`src/rtl/hpb_pkg.sv`:
```
package hpb_pkg;

  typedef enum logic [2:0] {
    K_RD      = 3'd0,
    K_WR      = 3'd1,
    K_ACK     = 3'd2,
    K_FETCH   = 3'd3,
    K_MISS_RD = 3'd4,
    K_MISS_WR = 3'd5
  } kind_e;

  typedef struct packed {
    logic  latch;
    logic  active;
    logic  capture;
    kind_e kind;
  } ctrl_s;

endpackage

```
`src/rtl/hpbControl.sv`:
```
module hpbControl
  import hpb_pkg::*;
#(
  parameter int unsigned WAITS = 3
) (
  input  logic  clk,
  input  logic  rstN,
  input  logic  hostRd,
  input  logic  hostWr,
  input  logic  hostIntAck,
  input  logic  addrHit,
  input  logic  retiPortHit,
  output ctrl_s ctrl,
  output logic  hostReady
);

  localparam int unsigned CW = (WAITS > 0) ? $clog2(WAITS + 1) : 1;

  typedef enum logic [1:0] {S_IDLE, S_ACT, S_DONE, S_HOLD} state_e;

  state_e        state;
  kind_e         kindQ;
  kind_e         nextKind;
  logic [CW-1:0] cnt;
  logic          anyStrobe;
  logic          lastWait;

  assign anyStrobe = hostRd | hostWr | hostIntAck;
  assign lastWait  = (cnt == CW'(WAITS));

  always_comb begin
    if (hostIntAck)  nextKind = K_ACK;
    else if (hostRd) nextKind = addrHit ? K_RD : K_MISS_RD;
    else if (addrHit)     nextKind = K_WR;
    else if (retiPortHit) nextKind = K_FETCH;
    else                  nextKind = K_MISS_WR;
  end

  always_ff @(posedge clk) begin
    if (!rstN) begin
      state <= S_IDLE;
      kindQ <= K_MISS_WR;
      cnt   <= '0;
    end else begin
      case (state)
        S_IDLE: if (anyStrobe) begin
          kindQ <= nextKind;
          cnt   <= '0;
          state <= (nextKind == K_MISS_RD || nextKind == K_MISS_WR) ? S_DONE : S_ACT;
        end
        S_ACT: begin
          if (lastWait) state <= S_DONE;
          else          cnt   <= cnt + 1'b1;
        end
        S_DONE: state <= S_HOLD;
        S_HOLD: if (!anyStrobe) state <= S_IDLE;
        default: state <= S_IDLE;
      endcase
    end
  end

  always_comb begin
    ctrl.latch   = (state == S_IDLE) && anyStrobe;
    ctrl.active  = (state == S_ACT);
    ctrl.kind    = (state == S_IDLE) ? nextKind : kindQ;
    ctrl.capture = ((state == S_ACT) && lastWait && (kindQ == K_RD || kindQ == K_ACK))
                 || ((state == S_IDLE) && anyStrobe && nextKind == K_MISS_RD);
  end

  assign hostReady = (state == S_DONE);

  AST_READY_SINGLE: assert property (@(posedge clk) disable iff (!rstN)
    hostReady |=> !hostReady);

  AST_HOLD_NO_RESTART: assert property (@(posedge clk) disable iff (!rstN)
    (state == S_HOLD && anyStrobe) |=> !ctrl.active);

  AST_READY_AFTER_WAITS: assert property (@(posedge clk) disable iff (!rstN)
    $rose(hostReady) && $past(ctrl.active) |-> $past(cnt) == CW'(WAITS));

endmodule

```
`src/rtl/hpbDatapath.sv`:
```
module hpbDatapath
  import hpb_pkg::*;
#(
  parameter int unsigned NUM_CHIPS = 1,
  parameter int unsigned ADDR_W    = 16,
  parameter logic [ADDR_W-1:0] BASE_ADDR = 16'h0210,
  parameter logic [ADDR_W-1:0] RETI_PORT = 16'h0260
) (
  input  logic              clk,
  input  logic              rstN,
  input  logic [ADDR_W-1:0] hostAddr,
  input  logic [7:0]        hostWrData,
  input  ctrl_s             ctrl,
  input  logic [7:0]        perDataIn,
  output logic              addrHit,
  output logic              retiPortHit,
  output logic [7:0]        hostRdData,
  output logic [1:0]        perChanSel,
  output logic [NUM_CHIPS-1:0] perCeN,
  output logic              perIorqN,
  output logic              perRdN,
  output logic              perM1N,
  output logic [7:0]        perDataOut,
  output logic              perDataOe
);

  localparam int unsigned CH_PER_CHIP = 4;
  localparam logic [ADDR_W-1:0] SPAN = ADDR_W'(CH_PER_CHIP * NUM_CHIPS);

  logic [ADDR_W-1:0] addrQ;
  logic [ADDR_W-1:0] offQ;
  logic [7:0]        dataQ;
  logic              ioKind;

  assign addrHit     = (hostAddr >= BASE_ADDR) && (hostAddr < BASE_ADDR + SPAN);
  assign retiPortHit = (hostAddr == RETI_PORT);

  always_ff @(posedge clk) begin
    if (!rstN) begin
      addrQ      <= '0;
      dataQ      <= '0;
      hostRdData <= '0;
    end else begin
      if (ctrl.latch) begin
        addrQ <= hostAddr;
        dataQ <= hostWrData;
      end
      if (ctrl.capture)
        hostRdData <= (ctrl.kind == K_MISS_RD) ? 8'hFF : perDataIn;
    end
  end

  assign offQ       = addrQ - BASE_ADDR;
  assign perChanSel = offQ[1:0];
  assign ioKind     = ctrl.active && (ctrl.kind == K_RD || ctrl.kind == K_WR);

  for (genvar i = 0; i < NUM_CHIPS; i++) begin : g_ce
    assign perCeN[i] = !(ioKind && ((offQ >> 2) == ADDR_W'(i)));
  end

  always_comb begin
    perIorqN  = 1'b1;
    perRdN    = 1'b1;
    perM1N    = 1'b1;
    perDataOe = 1'b0;
    if (ctrl.active) begin
      case (ctrl.kind)
        K_RD:    begin perIorqN = 1'b0; perRdN = 1'b0; end
        K_WR:    begin perIorqN = 1'b0; perDataOe = 1'b1; end
        K_ACK:   begin perIorqN = 1'b0; perM1N = 1'b0; end
        K_FETCH: begin perM1N = 1'b0; perRdN = 1'b0; perDataOe = 1'b1; end
        default: ;
      endcase
    end
  end

  assign perDataOut = perDataOe ? dataQ : 8'h00;

  AST_ACK_NO_RD: assert property (@(posedge clk) disable iff (!rstN)
    (!perM1N && !perIorqN) |-> perRdN);

  AST_CE_ONEHOT: assert property (@(posedge clk) disable iff (!rstN)
    $onehot0(~perCeN));

  AST_CE_NEEDS_IORQ: assert property (@(posedge clk) disable iff (!rstN)
    (perCeN != '1) |-> (!perIorqN && perM1N));

  AST_FETCH_NO_IORQ: assert property (@(posedge clk) disable iff (!rstN)
    (!perM1N && !perRdN) |-> (perIorqN && perDataOe));

  AST_QUIET_IDLE: assert property (@(posedge clk) disable iff (!rstN)
    !ctrl.active |-> (perIorqN && perM1N && perRdN && !perDataOe));

endmodule

```
`src/rtl/hostPeriphBridge.sv`:
```
module hostPeriphBridge
  import hpb_pkg::*;
#(
  parameter int unsigned NUM_CHIPS = 1,
  parameter int unsigned ADDR_W    = 16,
  parameter logic [ADDR_W-1:0] BASE_ADDR = 16'h0210,
  parameter logic [ADDR_W-1:0] RETI_PORT = 16'h0260
) (
  input  logic                 clk,
  input  logic                 rstN,
  input  logic [ADDR_W-1:0]    hostAddr,
  input  logic [7:0]           hostWrData,
  input  logic                 hostRd,
  input  logic                 hostWr,
  input  logic                 hostIntAck,
  output logic                 hostReady,
  output logic [7:0]           hostRdData,
  output logic [1:0]           perChanSel,
  output logic [NUM_CHIPS-1:0] perCeN,
  output logic                 perIorqN,
  output logic                 perRdN,
  output logic                 perM1N,
  output logic [7:0]           perDataOut,
  output logic                 perDataOe,
  input  logic [7:0]           perDataIn
);

  localparam int unsigned WAITS = (NUM_CHIPS > 1) ? 15 : 3;

  ctrl_s ctrl;
  logic  addrHit;
  logic  retiPortHit;

  hpbControl #(.WAITS(WAITS)) uCtrl (
    .clk(clk), .rstN(rstN),
    .hostRd(hostRd), .hostWr(hostWr), .hostIntAck(hostIntAck),
    .addrHit(addrHit), .retiPortHit(retiPortHit),
    .ctrl(ctrl), .hostReady(hostReady)
  );

  hpbDatapath #(
    .NUM_CHIPS(NUM_CHIPS), .ADDR_W(ADDR_W),
    .BASE_ADDR(BASE_ADDR), .RETI_PORT(RETI_PORT)
  ) uData (
    .clk(clk), .rstN(rstN),
    .hostAddr(hostAddr), .hostWrData(hostWrData),
    .ctrl(ctrl), .perDataIn(perDataIn),
    .addrHit(addrHit), .retiPortHit(retiPortHit),
    .hostRdData(hostRdData), .perChanSel(perChanSel), .perCeN(perCeN),
    .perIorqN(perIorqN), .perRdN(perRdN), .perM1N(perM1N),
    .perDataOut(perDataOut), .perDataOe(perDataOe)
  );

endmodule

```
`config.mk`:
```
export PLATFORM = sky130hd
export DESIGN_NAME = hostPeriphBridge
export DESIGN_NICKNAME = d
export VERILOG_FILES = /design/src/rtl/hpb_pkg.sv /design/src/rtl/hpbControl.sv /design/src/rtl/hpbDatapath.sv /design/src/rtl/hostPeriphBridge.sv
export SDC_FILE = /design/constraint.sdc
export NUM_CORES = 1
export LEC_CHECK = 0
export BUFFER_PORTS_ARGS = -buffer_cell sky130_fd_sc_hd__buf_2
export CAP_MARGIN = 0
export CORE_MARGIN = 3
export CORE_UTILIZATION = 51
export DETAILED_ROUTE_END_ITERATION = 10
export PLACE_DENSITY = 0.84
export SETUP_SLACK_MARGIN = 0.5
export SLEW_MARGIN = 25
export SYNTH_ARGS = -nofsm -noshare
export SYNTH_HDL_FRONTEND = slang
export SYNTH_SLANG_ARGS = --single-unit
export TNS_END_PERCENT = 100
```
`constraint.sdc`:
```
create_clock -name clk -period 2.1 [get_ports clk]
set_clock_uncertainty 0.2 [all_clocks]
set_input_delay 0.105 -clock clk [delete_from_list [all_inputs] [get_ports clk]]
set_output_delay 0.105 -clock clk [all_outputs]
set_load 0.02 [all_outputs]
```
==> metrics.txt, run 1 <==
status=finished, violations left; failing checks=negative setup slack; Leak=1.42 nW; Mapped Area=0.00197 mm^2; top-area cell type share of the netlist area=39.5%; Area growth syn-to-layout=65.4%; largest net degree at the start of global routing=41; initial antenna violation count=0; diode count=0; Synth Register Bits=39; core area=0.00352 mm^2; routed len/inst=22.8 um; path depth of the worst reg2reg path=11; Worst-Margin Slew=636 ps; layout cells sized above 1=between 40% and 50%; H-tree depth=2; synthesized instance count=234; RSZ-0062 raised after global routing=true; Worst-path clk slew=70 ps; DR pass1 iterations=5; Antenna Nets Post-Route=0; Clock Path Buffers=2; CTS tree=built; row count=21; vias per cell=about 6.5; Final setup viols=9; Fin. Hold Viols=0; critical path type=reg -> out; Synth Flop Type=dfxtp_1; Mapped Nets=277; hold depth=2; Hold WS=108 ps; routability cong.=just over 0.8; Starting DRT DRC Count=approximately 370; Area contributors post-synth=dfxtp_1 (40%), nand2_1 (10%), a21boi_1 (10%), ha_1 (3.8%), and2_1 (2.9%); final instance area=~0.0033 mm^2; Die Y=68.2 um; post-synthesis average cell area=8.44 um^2; Total GRT Usage=a little under a third; Hold Path Class=in -> reg; Critical Path RT=1790 ps; sequential element share of the synthesized area=39.5%; post-synth top area cell=dfxtp_1; die area=0.00465 mm^2; hpwl dp=3.31 mm; Setup crit start kind=flop; # nets final=395; io pins=61; drc violations=0; setup ws final=-54.9 ps; Crit. End Element=output pin; Area after DPL=about 0.0023 mm^2; Post-synth ARST share=0%; maximum VDD drop=0.00102 V; Final period util=103%; peak fanout along the critical path=2; Final min period=2150 ps; final WL=just over 9 mm; initial core utilization=between 50% and 60%; fmax=464 MHz; Die W=about 68 um; YS warnings=0; first-pass GRT wire length=10.7 mm; Pwr Density=1170 mW/mm^2; Post-synth EDFFs=0; max-slew violation count=0; Clock Latency Late Sink=300 ps; crit path DAT=approximately 1900 ps; relative slew slack=57.6%; via count=roughly 2600; root buffer cell=clkbuf_8; Port Buf Inserts=60; CTS Buf Count=5; Congestion Overflow GR=0; Max Cap Viol=0; Clock Sink Count=39; vias in the first global route=2272; Yosys cell types=49
critical path, stage by stage (launching register included):
cell,delay (ps)
dfxtp_1,330
nor4_1,480
nand2_1,160
nor4_2,270
nand3b_1,130
buf_2,180
routing by layer:
| metal | vias up | wire [um] | GRT usage, % | share of wire [%] |
|---|---|---|---|---|
| met5 | - | 0 | 0 | 0 |
| li1 | 1068 | - | - | - |
| met3 | 66 | 940 | 7.06 | 10 |
| met2 | 224 | 4330 | 55.0 | 48 |
| met1 | 1218 | 3250 | 35.4 | 36 |
| met4 | 0 | 567 | 19.4 | 6.2 |
logic make-up (layout without fill, tap and decap cells):
group | Yosys count | count (layout) | share of synthesized area [%]
DFF | 39 | 39 | 39.5
adders and majority gates | 6 | 6 | 3.80
buffers and inverters | 17 | 132 | 4.44
AOI/OAI and AO/OA | 72 | 73 | 26.4
muxes | 1 | 1 | 0.507
and+or+nand+nor | 99 | 102 | 25.3
cell usage in the layout (no fill, tap or decap), types with 2 or more instances in the layout:
| master | instances |
|---|---|
| a21boi_1 | 32 |
| a21oi_1 | 4 |
| a21oi_2 | 6 |
| and2_4 | 10 |
| buf_12 | 2 |
| buf_16 | 2 |
| buf_2 | 52 |
| buf_4 | 16 |
| buf_6 | 16 |
| clkbuf_1 | 2 |
| clkbuf_8 | 5 |
| dfxtp_1 | 37 |
| dfxtp_2 | 2 |
| dlygate4sd3_1 | 33 |
| ha_1 | 4 |
| ha_4 | 2 |
| nand2_1 | 53 |
| nand2_2 | 2 |
| nand2_8 | 4 |
| nand2b_1 | 3 |
| nand3b_1 | 2 |
| nor2_1 | 4 |
| nor2_2 | 2 |
| nor3_1 | 4 |
| nor4_1 | 2 |
| nor4b_1 | 2 |
| o2111a_2 | 2 |
| o21ai_0 | 3 |
| o21ai_1 | 6 |
| o21ai_2 | 5 |
| or3_4 | 2 |
metrics by stage:
| step | util, % | TNS [ps] | total power [mW] | setup WS (ps) | std cells |
|---|---|---|---|---|---|
| 2_1_floorplan | - | 0 | 1.94 | 392 | 234 |
| 3_3_place_gp | 65.8 | 0 | 2.13 | 245 | 328 |
| 3_5_place_dp | 65.8 | 0 | 2.17 | 199 | 328 |
| 4_1_cts | 87.3 | 0 | 3.20 | 32.1 | 388 |
| 5_1_grt | 92.8 | -572 | 3.93 | -91.3 | 399 |
| 6_report | 92.8 | -164 | 3.81 | -54.9 | 399 |
final timing paths:
path / start / endpoint / slack (ps)
setup reg to reg: uCtrl.state[0]$_SDFFE_PN0P_ / uData.hostRdData[5]$_SDFFE_PN0P_ / 50
setup / recovery: uData.addrQ[6]$_SDFFE_PN0P_ / perCeN / -50
hold reg to reg: uData.addrQ[10]$_SDFFE_PN0P_ / uData.addrQ[10]$_SDFFE_PN0P_ / 260
hold / removal: rstN / uCtrl.kindQ[2]$_SDFFE_PN1P_ / 110
sequential cells by signal, indices dropped and copies added (netlist names):
signal	flops
uData.addrQ	16
uData.dataQ	8
uCtrl.kindQ	3
uCtrl.cnt	2
uData.hostRdData	8
uCtrl.state	2
layout make-up:
| class | count | area [um^2] |
|---|---|---|
| clock buffers | 7 | 76.3 |
| flip-flops and latches | 39 | 783 |
| multi-input cells | 182 | 1340 |
| fillers | 125 | 255 |
| inverters | 3 | 13.8 |
| well taps | 46 | 57.6 |
| clock inverters | 1 | 5.00 |
| repair buffers | 121 | 986 |
power breakdown:
part           internal, mW  total [mW]  switching, mW
registers             0.921        1.07          0.145
logic                  1.03        2.24           1.21
clock network         0.233       0.502          0.269
synth_stat cells (2+ instances only):
library cell	number
nand3b_1	2
ha_1	6
nor4_1	3
buf_4	3
nand2b_1	3
nor3_1	5
nor2b_1	2
nand2_1	55
and2_1	9
a21boi_1	27
a21oi_1	10
clkbuf_1	5
nor2_1	6
buf_2	4
dfxtp_1	39
inv_1	3
nor4b_1	3
o21ai_1	4
a21boi_0	6
o21ai_0	10
repair_timing:
action	4_1_cts	5_1_grt
pin swaps	10	13
buffers inserted	16	8
gates cloned	3	3
endpoints found under the setup margin	26	51
hold buffers	33	0
endpoints found under the hold margin	33	0
resized for setup	41	31
Note: power is estimated with default switching activity, not from simulation.
==> run 2: changes to the inputs <==
BUFFER_PORTS_ARGS = not set   (was -buffer_cell sky130_fd_sc_hd__buf_2)
CORE_UTILIZATION = 62   (was 51)
DONT_BUFFER_PORTS = 1   (was not set)
PLACE_DENSITY = 0.82   (was 0.84)
==> metrics.txt, run 2 <==
failing step=global routing (5_1_grt); hpwl dp=3.21 mm (-2.9%); initial core utilization=68.1% (+12 points); Mapped Area=0.00197 mm^2 (unchanged); post-synthesis average cell area=8.44 um^2 (unchanged); io pins=61 (unchanged); critical endpoint after global-route timing repair=perDataOut[7]; CTS Buf Count=5 (unchanged); Clock Path Buffers=2 (unchanged); Die W=62.4 um (-8.5%); top cells by count, synth=nand2_1 (55), dfxtp_1 (39), a21boi_1 (27), a21oi_1 (10), o21ai_0 (10); status=stopped before the end; Worst EP kind=top-level output; YS warnings=0 (unchanged); routability cong.=0.827 (+2.5%); Post-synth ARST share=0% (unchanged); largest net degree at the start of global routing=41; post-synth top area cell=dfxtp_1; sequential element share of the synthesized area=39.5% (unchanged); Yosys cell types=49 (unchanged); Area after DPL=0.00201 mm^2 (-13%); Synth Flop Type=dfxtp_1; Mapped Nets=277 (unchanged); synthesized instance count=234 (unchanged); root buffer cell=clkbuf_4; H-tree depth=2 (unchanged); Place WS=170 ps (-28.8 ps); Die Y=62.4 um (-8.5%); row count=19 (-9.5%); top-count cell post-synth=nand2_1; Synth Register Bits=39 (unchanged); Error=[ERROR DPL-0038] Utilization greater than 100%, impossible to legalize; Area contributors post-synth=dfxtp_1 (40%), nand2_1 (10%), a21boi_1 (10%), ha_1 (3.8%), and2_1 (2.9%); Post-synth EDFFs=0 (unchanged); top-area cell type share of the netlist area=39.5% (unchanged); Clock Sink Count=39 (unchanged); Port Buf Inserts=0 (-100%)
## run 2: kinds of logic after synthesis
family / Yosys count / share of synthesized area [%]
adders and majority gates: 6 / 3.80
DFF: 39 / 39.5
muxes: 1 / 0.507
buffers and inverters: 17 / 4.44
and+or+nand+nor: 99 / 25.3
AOI/OAI and AO/OA: 72 / 26.4
## run 2: per-stage QoR
step | hold WS (ps) | instances
CTS | 25.4 | 318
detailed placement | -8.06 | 264
global placement | -13.4 | 264
floorplan | 39.8 | 234
## run 2: what timing repair did
action / in CTS
pin swaps: 12
setup endpoints to repair: 26
gates resized for setup: 28
cloned: 2
buffers inserted: 8
endpoints found under the hold margin: 39
hold buffers: 37
==> run 3: changes to the inputs <==
CORE_UTILIZATION = 40   (was 62)
PLACE_DENSITY = not set   (was 0.82)
PLACE_DENSITY_LB_ADDON = 0.15   (was not set)
SETUP_SLACK_MARGIN = not set   (was 0.5)
==> metrics.txt, run 3 (synthesis results as in run 1) <==
peak fanout along the critical path=7; grt peak-use layer=met2; Total GRT Usage=between 15 and 20%; diode count=0; M1 GR Usage=roughly a quarter; Critical Path RT=about 1800 ps; first-pass GRT wire length=9.09 mm; met3 usage in global routing=roughly 6.3%; DR pass1 iterations=4; via count=1794; Max Cap Viol=0; Die W=76.3 um (+22%); fin util=59.3%; layout cells sized above 1=between 10% and 20%; Starting DRT DRC Count=147; critical path type=reg -> out; Crit path top cell by count=inv_2; Hold WS=31.8 ps; Layout fillers=434; Clock Sink Count=39 (unchanged); Hold Path Class=in -> reg; hpwl dp=3.10 mm (-3.5%); max incr delay on CP=340 ps; crit path buf inv count=3; row count=24 (+5); vias in the first global route=1813; vias per cell=5.16; H-tree depth=2 (unchanged); initial core utilization=43.3% (-25 points); largest register by flop count=uData.addrQ; io pins=61 (unchanged); Clock Latency Late Sink=290 ps; Port Buf Inserts=0 (unchanged); CTS Buf Count=5 (unchanged); worst path cell trace=inv_2, ha_4, buf_6, mux2i_4, inv_2, o2111a_2, and2_4; Congestion Overflow GR=0; Area growth syn-to-layout=37.2%; Setup crit start kind=flop; fmax=482 MHz; Leak=1.05 nW; die area=0.00581 mm^2; GRT met2 Usage=between 30 and 40%; largest net degree at the start of global routing=approximately 40; Final period util=98.7%; most frequent cells in the layout=nand2_1 (55), dlygate4sd3_1 (42), dfxtp_1 (37); initial antenna violation count=0; crit path DAT=roughly 1800 ps; status=complete, no violations; maximum VDD drop=between 0.0006 and 0.0007 V; CP top delay family=flip-flops; Worst-path clk slew=80 ps; drc violations=0; Pwr Density=about 1100 mW/mm^2; Largest regs=uData.addrQ (16), uData.dataQ (8), uData.hostRdData (8); Area after DPL=0.00202 mm^2 (+0.56%); routed len/inst=roughly 15 um; RSZ-0062 raised after global routing=true; routability cong.=0.751 (-9.2%); Fin. Hold Viols=0; CTS tree=built; Antenna Nets Post-Route=0; core area=0.00456 mm^2; Crit. End Element=output pin; CP max-delay cell=dfxtp_2; Clock Path Buffers=2 (unchanged); Die Y=76.3 um (+22%); Worst-Margin Slew=about 500 ps; max FFs per register=16; final instance area=0.00271 mm^2; relative slew slack=66.1%; # nets final=325; final WL=5.38 mm; root buffer cell=clkbuf_8; max-slew violation count=0; Final setup viols=0; most common cell after layout, fill and taps aside=nand2_1; Final min period=roughly 2100 ps; Setup TNS Final=0 ps
[run 3: cell type report]
class | count | area [um^2] | share of cell area, %
repair buffers | 54 | 534 | 19.7
clock buffers | 5 | 68.8 | 2.54
multi-input cells | 179 | 1190 | 43.8
well taps | 65 | 81.3 | 3.00
clock inverters | 3 | 43.8 | 1.62
inverters | 3 | 11.3 | 0.416
flip-flops and latches | 39 | 783 | 28.9
[run 3: what timing repair did]
item,4_1_cts,5_1_grt
resized for setup,21,12
setup endpoints to repair,13,18
pin swaps,3,5
hold buffers,43,0
cloned,1,0
setup buffers,2,3
endpoints found under the hold margin,39,0
[run 3: final timing paths]
path	startpoint	to	slack [ps]	cells past startpoint
min reg2reg	uData.dataQ[5]$_SDFFE_PN0P_	uData.dataQ[5]$_SDFFE_PN0P_	260	2
max reg2reg	uCtrl.state[0]$_SDFFE_PN0P_	uData.hostRdData[1]$_SDFFE_PN0P_	70	6
max	uCtrl.state[1]$_SDFFE_PN0P_	perDataOut[3]	30	7
min	hostAddr[4]	uCtrl.state[1]$_SDFFE_PN0P_	30	4
[run 3: per-layer routing]
metal / up-vias / share of wire [%]
met2: 47 / 47
met1: 832 / 45
met5: - / 0
li1: 908 / -
met3: 7 / 6.7
met4: 0 / 1.2
[run 3: worst min-delay path: cells and delay by family]
| kind | cells | cell delay [ps] |
|---|---|---|
| compound gates | 3 | 280 |
| simple gates | 1 | 90 |
[run 3: power by group]
| group | internal [mW] | total, mW | switching, mW | leakage, nW |
|---|---|---|---|---|
| combinational | 0.615 | 1.33 | 0.715 | 0.667 |
| sequential | 0.920 | 1.08 | 0.160 | 0.323 |
| clock | 0.354 | 0.627 | 0.273 | 0.0581 |
[run 3: metrics by stage]
| stage | power [mW] | setup slack (ps) | instances |
|---|---|---|---|
| finish | 3.04 | 27.2 | 348 |
| global placement | 2.03 | 138 | 291 |
| detailed placement | 2.05 | 118 | 291 |
| global route | 3.25 | -36.5 | 348 |
| CTS | 2.88 | 7.34 | 345 |
| floorplan | 1.87 | 129 | 234 |
==> run 4: changes to the inputs <==
REMOVE_ABC_BUFFERS = 1   (was not set)
==> metrics.txt, run 4 (synthesis results as in run 1) <==
initial core utilization=43.3% (unchanged); die area=0.00581 mm^2 (unchanged); Port Buf Inserts=0 (unchanged); RSZ-0062 raised after global routing=true; Worst-Margin Slew=516 ps (+15.4 ps); vias per cell=5.21 (+1.1%); drc violations=0 (unchanged); Clock Latency Late Sink=290 ps (about the same); Crit. End Element=output pin; largest register by flop count=uData.addrQ; Largest regs=uData.addrQ (16), uData.dataQ (8), uData.hostRdData (8); path depth of the worst reg2reg path=7 (+1); status=complete, no violations; core area=0.00456 mm^2 (unchanged); Place WS=150 ps (+32.7 ps); Total GRT Usage=18.5% (-0.90 points); Clock Sink Count=39 (unchanged); H-tree depth=2 (unchanged); Inst Count DP=292 (+0.34%); Worst R2R Start=uCtrl.state[1]$_SDFFE_PN0P_; Setup TNS Final=0 ps (unchanged); # nets final=322 (-0.92%); final WL=5.30 mm (-1.5%); worst r2r dst=uData.hostRdData[4]$_SDFFE_PN0P_; Worst-path clk slew=80 ps (about the same); Congestion Overflow GR=0 (unchanged); Critical Path End=perDataOut[0]; largest net degree at the start of global routing=41 (unchanged); Starting DRT DRC Count=81 (-45%); max FFs per register=16 (unchanged); Fin. Hold Viols=0 (unchanged); routed len/inst=15.3 um (-0.69%); Area growth syn-to-layout=34.9%; first-pass GRT wire length=8.73 mm (-4.0%); Layout fillers=441 (+1.6%); CTS Buf Count=5 (unchanged); maximum VDD drop=0.000560 V (-17%); fmax=487 MHz (+0.91%); Die W=76.3 um (unchanged); crit path DAT=1750 ps (-20 ps); layout cells sized above 1=18.2% (+0.90 points); initial antenna violation count=0 (unchanged); total power=3.00 mW (-1.1%); most frequent cells in the layout=nand2_1 (55), dlygate4sd3_1 (37), dfxtp_1 (37); setup ws final=45.9 ps (+18.7 ps); fin util=58.4% (-0.99 points); Final period util=97.8% (-0.89 points); Antenna Nets Post-Route=0 (unchanged); final instance area=0.00266 mm^2 (-1.7%); peak fanout along the critical path=5 (-2); Register Area=783 um^2 (unchanged); Pwr Density=1130 mW/mm^2 (+0.62%); reg-to-reg slack, setup=170 ps (+100 ps); io pins=61 (unchanged); Clock Path Buffers=2 (unchanged); Die Y=76.3 um (unchanged); diode count=0 (unchanged); Area after DPL=0.00204 mm^2 (+0.99%); root buffer cell=clkbuf_8; vias in the first global route=1787 (-1.4%); non-filler cells, final=345 (-0.86%); critical path type=reg -> out; beginning of the critical path=uCtrl.state[0]$_SDFFE_PN0P_; most common cell after layout, fill and taps aside=nand2_1; Hold WS=3.90 ps (-27.9 ps); routability cong.=0.784 (+4.3%); Setup crit start kind=flop; relative slew slack=65.5% (-0.68 points); hold_sp=hostWr; Final setup viols=0 (unchanged); row count=24 (unchanged); Max Cap Viol=0 (unchanged); Final min period=2050 ps (-18.7 ps); hpwl dp=3.12 mm (+0.57%); Critical Path RT=1790 ps (about the same); max-slew violation count=0 (unchanged); Leak=1.03 nW (-1.8%); via count=1798 (+0.22%); CTS tree=built; Hold Path Class=in -> reg; multi-input logic area=0.00117 mm^2 (-1.7%); DR pass1 iterations=4 (unchanged)
## run 4: cell types whose count changed in the layout (fill, tap and decap cells not counted), sizes merged
cell         delta
buf             +2
dlygate4sd3     -5
## run 4: report_power, final
| group | internal, mW | total [mW] | leakage (nW) | switching [mW] |
|---|---|---|---|---|
| clock | 0.354 | 0.632 | 0.0581 | 0.278 |
| sequential | 0.920 | 1.08 | 0.323 | 0.164 |
| combinational | 0.596 | 1.29 | 0.648 | 0.692 |
## run 4: how the worst min path moves through the flow
stage	end	depth (start not counted)
finish	uCtrl.state[1]$_SDFFE_PN0P_	3
floorplan	uCtrl.kindQ[0]$_SDFFE_PN1P_	1
global placement	uCtrl.kindQ[2]$_SDFFE_PN1P_	1
detailed placement	uCtrl.kindQ[0]$_SDFFE_PN1P_	1
global route	uCtrl.state[0]$_SDFFE_PN0P_	4
CTS	uCtrl.state[1]$_SDFFE_PN0P_	3
## run 4: critical path, cell delays in order, from the launching register on
cell and delay, ps:
dfxtp_2 360, inv_4 40, ha_4 160, buf_6 130, mux2i_4 180, inv_2 100, o2111a_2 280, and2_4 200
## run 4: area by class of cell
class                      instances  share of cell area (%)
multi-input combinational        179                    43.8
sequential                        39                    29.4
timing repair buffer              51                    18.9
tap                               65                    3.05
clock buffer                       5                    2.58
clock inverter                     3                    1.64
inverter                           3                   0.611
## run 4: layer usage
layer  vias to the layer above  part of all wire (%)  wire length [um]  global-route usage (%)
met1                       824                    47              2460                    25.0
li1                        906                     -                 -                       -
met2                        59                    44              2310                    27.4
met4                         0                   1.4                76                    6.34
met5                         -                     0                 0                       0
met3                         9                   8.3               442                    6.38
## run 4: repair_timing
action	CTS	global route
cloned	1	0
resized for setup	20	10
setup buffers	2	4
endpoints found under the hold margin	39	0
hold buffers	38	0
pin swaps	1	4
setup endpoints to repair	13	14
